===== config.mk =====
export PLATFORM = sky130hd
export DESIGN_NAME = priv_state_unit
export DESIGN_NICKNAME = d
export VERILOG_FILES = /design/src/rtl/priv_state_pkg.sv /design/src/rtl/priv_state_ctrl.sv /design/src/rtl/priv_state_dp.sv /design/src/rtl/priv_state_unit.sv
export SDC_FILE = /design/constraint.sdc
export NUM_CORES = 1
export LEC_CHECK = 0
export ABC_AREA = 1
export BUFFER_PORTS_ARGS = -buffer_cell sky130_fd_sc_hd__buf_2
export CAP_MARGIN = 10
export CORE_MARGIN = 4
export CORE_UTILIZATION = 62
export CTS_CLUSTER_SIZE = 28
export DETAILED_ROUTE_END_ITERATION = 12
export PLACE_DENSITY = 0.86
export SETUP_SLACK_MARGIN = 0.4
export SLEW_MARGIN = 10
export SYNTH_ARGS = -nofsm -noshare
export SYNTH_HDL_FRONTEND = slang
export SYNTH_HIERARCHICAL = 1
export SYNTH_SLANG_ARGS = --single-unit

===== constraint.sdc =====
create_clock -name clk -period 2.15 [get_ports clk]
set_input_delay 0.215 -clock clk [delete_from_list [all_inputs] [get_ports clk]]
set_output_delay 0.215 -clock clk [all_outputs]
set_load 0.1 [all_outputs]

===== src/rtl/priv_state_pkg.sv =====
package priv_state_pkg;

  typedef enum logic [2:0] {
    SEL_CCR  = 3'd0,
    SEL_SR   = 3'd1,
    SEL_VBR  = 3'd2,
    SEL_SFC  = 3'd3,
    SEL_DFC  = 3'd4,
    SEL_USP  = 3'd5,
    SEL_RSV6 = 3'd6,
    SEL_RSV7 = 3'd7
  } ctlSel_e;

  // strobes from the access control to the datapath
  typedef struct packed {
    logic wrCcr;
    logic wrSrHi;
    logic wrVbr;
    logic wrSfc;
    logic wrDfc;
    logic wrUsp;
    logic rdNarrow;
    logic rdZero;
  } ctlStrobe_t;

  localparam int SR_W        = 16;
  localparam int SR_T_BIT    = 15;
  localparam int SR_S_BIT    = 13;
  localparam int SR_MASK_LO  = 8;
  localparam int CCR_W       = 5;

endpackage


===== src/rtl/priv_state_ctrl.sv =====
module priv_state_ctrl
  import priv_state_pkg::*;
(
  input  logic       ctlEn,
  input  logic       ctlWrite,
  input  logic [2:0] ctlSel,
  input  logic       superNow,
  output ctlStrobe_t stb,
  output logic       privFault
);

  ctlSel_e selE;
  logic    doWrite;
  logic    guarded;

  always_comb begin
    selE    = ctlSel_e'(ctlSel);
    doWrite = ctlEn && ctlWrite;
    guarded = (selE == SEL_VBR) || (selE == SEL_SFC) ||
              (selE == SEL_DFC) || (selE == SEL_USP);
  end

  always_comb begin
    stb       = '0;
    privFault = 1'b0;
    if (doWrite) begin
      unique case (selE)
        SEL_CCR: stb.wrCcr = 1'b1;
        SEL_SR: begin
          stb.wrCcr = 1'b1;
          if (superNow) stb.wrSrHi = 1'b1;
          else          privFault  = 1'b1;
        end
        SEL_VBR: if (superNow) stb.wrVbr = 1'b1; else privFault = 1'b1;
        SEL_SFC: if (superNow) stb.wrSfc = 1'b1; else privFault = 1'b1;
        SEL_DFC: if (superNow) stb.wrDfc = 1'b1; else privFault = 1'b1;
        SEL_USP: if (superNow) stb.wrUsp = 1'b1; else privFault = 1'b1;
        default: ;
      endcase
    end
    stb.rdNarrow = !superNow && (selE == SEL_SR);
    stb.rdZero   = !superNow && guarded;
  end

endmodule


===== src/rtl/priv_state_dp.sv =====
module priv_state_dp
  import priv_state_pkg::*;
#(
  parameter int DATA_W   = 32,
  parameter int NUM_DREG = 8,
  parameter int NUM_AREG = 8,
  parameter int LVL_W    = 3,
  parameter int FC_W     = 3,
  parameter int VEC_W    = 8,
  localparam int NUM_REG = NUM_DREG + NUM_AREG,
  localparam int IDX_W   = $clog2(NUM_REG)
) (
  input  logic                         clk,
  input  logic                         rstN,
  input  logic [1:0][IDX_W-1:0]        rdAddr,
  output logic [1:0][DATA_W-1:0]       rdData,
  input  logic                         wrEn,
  input  logic [IDX_W-1:0]             wrAddr,
  input  logic [DATA_W-1:0]            wrData,
  input  ctlStrobe_t                   stb,
  input  logic [2:0]                   ctlSel,
  input  logic [DATA_W-1:0]            ctlWrData,
  output logic [DATA_W-1:0]            ctlRdData,
  input  logic [LVL_W-1:0]             irqLevel,
  output logic                         irqAccept,
  input  logic [VEC_W-1:0]             vecNum,
  output logic [DATA_W-1:0]            vecAddr,
  output logic                         superNow,
  output logic                         traceNow
);

  localparam int SP_IDX = NUM_REG - 1;
  localparam logic [IDX_W-1:0] SP_SEL = IDX_W'(SP_IDX);

  // the user stack pointer lives in the last slot of the array
  logic [DATA_W-1:0] gpr [NUM_REG];
  logic [DATA_W-1:0] ssp;
  logic [DATA_W-1:0] vbr;
  logic [CCR_W-1:0]  ccr;
  logic [LVL_W-1:0]  mask;
  logic [FC_W-1:0]   sfc;
  logic [FC_W-1:0]   dfc;
  logic [SR_W-1:0]   srView;
  logic              spWrUser;

  assign spWrUser = wrEn && (wrAddr == SP_SEL) && !superNow;

  always_ff @(posedge clk or negedge rstN) begin
    if (!rstN) begin
      for (int i = 0; i < NUM_REG; i++) gpr[i] <= '0;
    end else begin
      for (int i = 0; i < NUM_REG; i++) begin
        if (i == SP_IDX) begin
          if (spWrUser)        gpr[i] <= wrData;
          else if (stb.wrUsp)  gpr[i] <= ctlWrData;
        end else if (wrEn && (wrAddr == IDX_W'(i))) begin
          gpr[i] <= wrData;
        end
      end
    end
  end

  always_ff @(posedge clk or negedge rstN) begin
    if (!rstN) ssp <= '0;
    else if (wrEn && (wrAddr == SP_SEL) && superNow) ssp <= wrData;
  end

  always_ff @(posedge clk or negedge rstN) begin
    if (!rstN) begin
      ccr      <= '0;
      mask     <= '1;
      traceNow <= 1'b0;
      superNow <= 1'b1;
      vbr      <= '0;
      sfc      <= '0;
      dfc      <= '0;
    end else begin
      if (stb.wrCcr) ccr <= ctlWrData[CCR_W-1:0];
      if (stb.wrSrHi) begin
        traceNow <= ctlWrData[SR_T_BIT];
        superNow <= ctlWrData[SR_S_BIT];
        mask     <= ctlWrData[SR_MASK_LO +: LVL_W];
      end
      if (stb.wrVbr) vbr <= ctlWrData;
      if (stb.wrSfc) sfc <= ctlWrData[FC_W-1:0];
      if (stb.wrDfc) dfc <= ctlWrData[FC_W-1:0];
    end
  end

  for (genvar p = 0; p < 2; p++) begin : g_rdPort
    always_comb begin
      if ((rdAddr[p] == SP_SEL) && superNow) rdData[p] = ssp;
      else                                   rdData[p] = gpr[rdAddr[p]];
    end
  end

  always_comb begin
    srView                         = '0;
    srView[SR_T_BIT]               = traceNow;
    srView[SR_S_BIT]               = superNow;
    srView[SR_MASK_LO +: LVL_W]    = mask;
    srView[CCR_W-1:0]              = ccr;
  end

  always_comb begin
    unique case (ctlSel_e'(ctlSel))
      SEL_CCR: ctlRdData = DATA_W'(ccr);
      SEL_SR:  ctlRdData = stb.rdNarrow ? DATA_W'(ccr) : DATA_W'(srView);
      SEL_VBR: ctlRdData = vbr;
      SEL_SFC: ctlRdData = DATA_W'(sfc);
      SEL_DFC: ctlRdData = DATA_W'(dfc);
      SEL_USP: ctlRdData = gpr[SP_IDX];
      default: ctlRdData = '0;
    endcase
    if (stb.rdZero) ctlRdData = '0;
  end

  assign irqAccept = (irqLevel > mask) || (irqLevel == '1);
  assign vecAddr   = vbr + (DATA_W'(vecNum) << 2);

endmodule


===== src/rtl/priv_state_unit.sv =====
module priv_state_unit
  import priv_state_pkg::*;
#(
  parameter int DATA_W   = 32,
  parameter int NUM_DREG = 8,
  parameter int NUM_AREG = 8,
  parameter int LVL_W    = 3,
  parameter int FC_W     = 3,
  parameter int VEC_W    = 8,
  localparam int IDX_W   = $clog2(NUM_DREG + NUM_AREG)
) (
  input  logic              clk,
  input  logic              rstN,
  input  logic [IDX_W-1:0]  rdAddrA,
  output logic [DATA_W-1:0] rdDataA,
  input  logic [IDX_W-1:0]  rdAddrB,
  output logic [DATA_W-1:0] rdDataB,
  input  logic              wrEn,
  input  logic [IDX_W-1:0]  wrAddr,
  input  logic [DATA_W-1:0] wrData,
  input  logic              ctlEn,
  input  logic              ctlWrite,
  input  logic [2:0]        ctlSel,
  input  logic [DATA_W-1:0] ctlWrData,
  output logic [DATA_W-1:0] ctlRdData,
  output logic              privFault,
  input  logic [LVL_W-1:0]  irqLevel,
  output logic              irqAccept,
  input  logic [VEC_W-1:0]  vecNum,
  output logic [DATA_W-1:0] vecAddr,
  output logic              supervisor,
  output logic              traceOn
);

  ctlStrobe_t                stb;
  logic [1:0][IDX_W-1:0]     rdAddr;
  logic [1:0][DATA_W-1:0]    rdData;

  assign rdAddr  = {rdAddrB, rdAddrA};
  assign rdDataA = rdData[0];
  assign rdDataB = rdData[1];

  priv_state_ctrl u_ctrl (
    .ctlEn     (ctlEn),
    .ctlWrite  (ctlWrite),
    .ctlSel    (ctlSel),
    .superNow  (supervisor),
    .stb       (stb),
    .privFault (privFault)
  );

  priv_state_dp #(
    .DATA_W   (DATA_W),
    .NUM_DREG (NUM_DREG),
    .NUM_AREG (NUM_AREG),
    .LVL_W    (LVL_W),
    .FC_W     (FC_W),
    .VEC_W    (VEC_W)
  ) u_dp (
    .clk       (clk),
    .rstN      (rstN),
    .rdAddr    (rdAddr),
    .rdData    (rdData),
    .wrEn      (wrEn),
    .wrAddr    (wrAddr),
    .wrData    (wrData),
    .stb       (stb),
    .ctlSel    (ctlSel),
    .ctlWrData (ctlWrData),
    .ctlRdData (ctlRdData),
    .irqLevel  (irqLevel),
    .irqAccept (irqAccept),
    .vecNum    (vecNum),
    .vecAddr   (vecAddr),
    .superNow  (supervisor),
    .traceNow  (traceOn)
  );

endmodule


==> results of run 1 <==
==> repair_timing <==
action	in CTS
gates resized for setup	544
pin swaps	143
buffers inserted	72
setup endpoints to repair	173
cloned	16
hold endpoints to repair	461
hold buffers	34
==> cells in the mapped netlist <==
cell type,number
o211ai_1,23
xnor2_1,1
o22ai_1,8
nand4_1,5
dfrtp_1,588
buf_1,33
o21ai_0,426
nor2_1,192
dfstp_2,4
a21oi_1,132
buf_4,17
nand2_2,7
nand3_1,870
or2_2,1
o221ai_1,11
mux2_2,9
nand3_2,8
buf_2,142
nand3b_1,1
o21a_1,1
o21ai_1,12
nor2_4,5
fa_1,1
xor2_1,11
and2_1,2
nand2_1,2083
inv_1,157
nor2_2,3
buf_6,2
nor3_1,12
clkbuf_1,191
a32o_1,1
inv_2,5
ha_1,11
nor3_4,1
a22oi_1,23
nand2_4,1
==> metrics by stage <==
| step | hold WS [ps] | setup TNS, ps | util (%) | worst slack (ps) |
|---|---|---|---|---|
| 2_1_floorplan | -80.59 | -163.4 | - | -84.99 |
| 3_5_place_dp | 199.2 | 0 | 74.92 | 2.403 |
| 3_3_place_gp | 194.4 | 0 | 74.92 | 51.74 |
| 4_1_cts | 53.48 | -50050 | 86.17 | -589.5 |
==> layer usage <==
metal	overflow	GRT usage [%]
met2	345	97.33
met5	26	69.69
met4	280	91.10
met1	82	87.79
met3	127	84.42
==> kinds of logic after synthesis <==
| group | Yosys count | share of synthesized area (%) |
|---|---|---|
| buffers and inverters | 547 | 6.775 |
| AO/OA/AOI/OAI | 637 | 9.861 |
| adder cells (fa/ha/maj) | 12 | 0.4624 |
| XOR/XNOR | 12 | 0.3083 |
| flip-flops | 592 | 43.47 |
| multiplexers | 9 | 0.2973 |
| AND/OR/NAND/NOR | 3191 | 38.83 |
==> run metrics, run 1 <==
post-synth top area cell dfrtp_1; Run Error [ERROR GRT-0232] Routing congestion too high. Check the congestion heatmap in the GUI.; row count 85; total grt overflow 860; Initial Util 62.98%; total CTS buffers 61; antenna violations before repair 29; dpl cells around 5700; mapped cell area 0.03409 mm²; root buffer cell clkbuf_16; Die W 242.5 µm; DP Area between 0.04 and 0.05 mm²; syn_area_per_cell 6.819 µm²; Synth cell types 37; Yosys top cell area share between 40% and 50%; Tot GR Track Use between 80 and 90%; CTS HTree Levels 2; Die Y-Extent ~240 µm; DPL Wire Length 79730 µm; total number of yosys warnings 6; # IOs 227; post-synthesis register bit count about 600; largest net degree at the start of global routing approximately 100; Clock Path Buffers 3; gp weighted congestion roughly 1.0; last step reached global routing (5_1_grt); Post-Syn Nets a little over 5000; clk sink count 592; Worst Endpoint after GRT Repair vecAddr[24]; register area share after synthesis between 40% and 50%; IO Port Bufs ~230; worst_ep kind top-level output; outcome did not finish; largest cells by area after synthesis dfrtp_1 43%, nand2_1 23%, nand3_1 13%; Post-Synthesis Cells 5000
==> run 2: changes to the inputs <==
--- a/config.mk
+++ b/config.mk
@@ -9,11 +9,9 @@
 export BUFFER_PORTS_ARGS = -buffer_cell sky130_fd_sc_hd__buf_2
 export CAP_MARGIN = 10
 export CORE_MARGIN = 4
-export CORE_UTILIZATION = 62
-export CTS_CLUSTER_SIZE = 28
+export CORE_UTILIZATION = 40
 export DETAILED_ROUTE_END_ITERATION = 12
-export PLACE_DENSITY = 0.86
-export SETUP_SLACK_MARGIN = 0.4
+export PLACE_DENSITY_LB_ADDON = 0.15
 export SLEW_MARGIN = 10
 export SYNTH_ARGS = -nofsm -noshare
 export SYNTH_HDL_FRONTEND = slang
==> run metrics, run 2 <==
Avg Vias per Cell 5.640; # IOs 227 (unchanged); Clock Path Buffers 3 (unchanged); Hold Vio Cnt, Final 0; root buffer cell clkbuf_16; max reg flops slightly above 500; WS Path Type reg2out; register area share after synthesis 43.47% (unchanged); critical path endpoint category primary output; antenna violations before repair 5; Routed Antenna Nets 0; VDD IR max between 0.001 and 0.0015 V; number of global-route vias before repair between 30000 and 40000; synthesis-to-finish area growth 32.24%; clk sink count 592 (unchanged); number of iterations in the first detailed-routing pass 6; DRC errors left 0; Routed WL per cell ~22 µm; TritonCTS clock tree built; row count 106 (+25%); Max Clock Freq around 380 MHz; Tot GR Track Use a little under a third; nets 5281; largest cells by area after synthesis dfrtp_1 43%, nand2_1 23%, nand3_1 13%; setup slack after layout -501.2 ps; RSZ-0062 raised after global routing yes; ys async rst share 100.0% (unchanged); Final Power 44.86 mW; post-synthesis register bit count 592 (unchanged); Initial Util 40.55% (-22 points); prevailing post-synth register cell dfrtp_1; failing checks negative setup slack; Largest regs u_dp/gpr: 512 flops, u_dp/ssp: 32 flops, u_dp/vbr: 32 flops; MaxCap Viol Count 0; switching share of power between 40% and 50%; Post-Synthesis Cells 5000 (unchanged); DPL Wire Length 82890 µm (+4.0%); Post-Syn Nets 5107 (unchanged); Worst Path Required ~1900 ps; Die W 299.9 µm (+24%); minimum clock period 2651 ps; crit start category register; commonest cells after routing, fill and taps aside 1849 x nand2_1, 846 x nand3_1, 587 x dfrtp_1; Final setup viols between 100 and 150; layout cells sized above 1 between 10% and 20%; Flop pwr share between 30% and 40%; Switch Pwr about 18 mW; global-route wire length before repair 214600 µm; Logic pwr share between 30% and 40%; total grt overflow 0; DP Area 0.03967 mm² (-2.2%); total number of yosys warnings 6 (unchanged); Synth cell types 37 (unchanged); Setup Skew approximately 13 ps; Pwr Density slightly below 1000 mW/mm²; Crit path arrival time around 2400 ps; syn_area_per_cell 6.819 µm² (unchanged); Slew Limit Fails 0; Final period util 123.3%; outcome finished, violations left; post-synth top area cell dfrtp_1; core area 0.08409 mm²; routed via count 35830; most common cell after layout, fill and taps aside nand2_1; initial drt markers approximately 4100; DRT Wirelength approximately 140000 µm; Max transition margin approximately 45%; CTS HTree Levels 3 (+1); Hold WC Path Type in2async; gp weighted congestion 0.9096 (-9.6%); Place WS 35.86 ps (+33.45 ps); Die Area roughly 0.090 mm²; crit path max fanout 3; EDFF count, synth 0 (unchanged); IO Port Bufs 226 (unchanged); sum of negative setup slack -36860 ps; Cell Int Power 26.59 mW; largest net degree at the start of global routing 83; Yosys top cell area share 43.16% (unchanged); Post-Layout Inst Area between 0.04 and 0.05 mm²; total CTS buffers 70 (+15%); Largest Register u_dp/gpr; CTS clk-pin slew, worst paths 60 ps; Post-synth top cells 2083 x nand2_1, 870 x nand3_1, 588 x dfrtp_1; measured slew at the worst slew-check pin slightly above 800 ps; Die Y-Extent 299.9 µm (+24%); Lkg Pwr roughly 22 nW; Clock power frac roughly a quarter; Skew-Pair Late Insertion Delay slightly below 600 ps; mapped cell area 0.03409 mm² (unchanged); most common cell in the netlist nand2_1
-- run 2: through the flow --
step                hold WS [ps]  instances  util (%)
global route               125.4       6352     53.61
detailed placement         120.8       6137     47.18
finish                     104.5       6353     53.62
CTS                        89.40       6331     52.71
global placement           123.9       6137     47.18
floorplan                 -80.59       5000         -
-- run 2: worst max-delay path: stages, from the launching register on --
cell	delay, ps
dfrtp_1	420
ha_4	320
buf_6	110
nand2_4	50
nand2_4	70
inv_4	50
o21ai_4	200
nand2_2	100
nand2_4	140
xor2_4	180
buf_12	190
-- run 2: metal layers --
metal / vias up / routed length, µm / global-route usage [%]
met1: 17110 / 57880 / 41.37
met5: - / 22 / 0
met4: 4 / 6437 / 13.80
met3: 333 / 12270 / 5.473
li1: 16620 / - / -
met2: 1767 / 65790 / 48.96
-- run 2: cells by family (layout without fill, tap and decap cells) --
kind of cell             count (synthesis)  count (layout)  synth area share (%)
AND/OR/NAND/NOR                       3191            3191                 38.83
AO/OA/AOI/OAI                          637             637                 9.861
flip-flops                             592             592                 43.47
buffers and inverters                  547             763                 6.775
adder cells (fa/ha/maj)                 12              12                0.4624
XOR/XNOR                                12              12                0.3083
multiplexers                             9               9                0.2973
other                                    0               3                     0
-- run 2: final timing paths --
path	startpoint	endpoint	slack [ps]	depth (start not counted)
max in group asynchronous	rstN	u_dp/mask[1]	1220	4
min in group clk	wrData[8]	u_dp/gpr[72]	120	4
setup / recovery	u_dp/vbr[8]	vecAddr[15]	-500	10
hold reg to reg	u_dp/gpr[158]	u_dp/gpr[158]	490	2
hold / removal	rstN	u_dp/gpr[393]	100	2
setup reg to reg	u_dp/superNow	u_dp/gpr[16]	40	11
-- run 2: final cells by class --
class | count | area [µm²]
Clock buffer | 103 | 2017
Sequential cell | 592 | 14820
Inverter | 162 | 671.9
Multi-Input combinational cell | 3861 | 19460
Tap cell | 1134 | 1419
Antenna cell | 3 | 7.507
Timing Repair Buffer | 487 | 6596
Clock inverter | 11 | 87.58
Fill cell | 8066 | 39000
-- run 2: power groups by stage --
stage	Combinational [mW]	Sequential, mW	Clock, mW
6_report	17.3	16.2	11.3
3_5_place_dp	15.5	16.2	0
2_1_floorplan	10.4	15.5	0
4_1_cts	16.7	16.1	11.5
3_3_place_gp	15.4	16.1	0
5_1_grt	18.6	16.5	11.9
-- run 2: repair_timing --
action,4_1_cts,5_1_grt
hold buffers,34,0
gates resized for setup,372,166
pin swaps,121,98
endpoints found under the hold margin,459,0
setup endpoints to repair,126,187
setup buffers,32,27
gates cloned,15,1
Power figures use the tool's default switching activity.
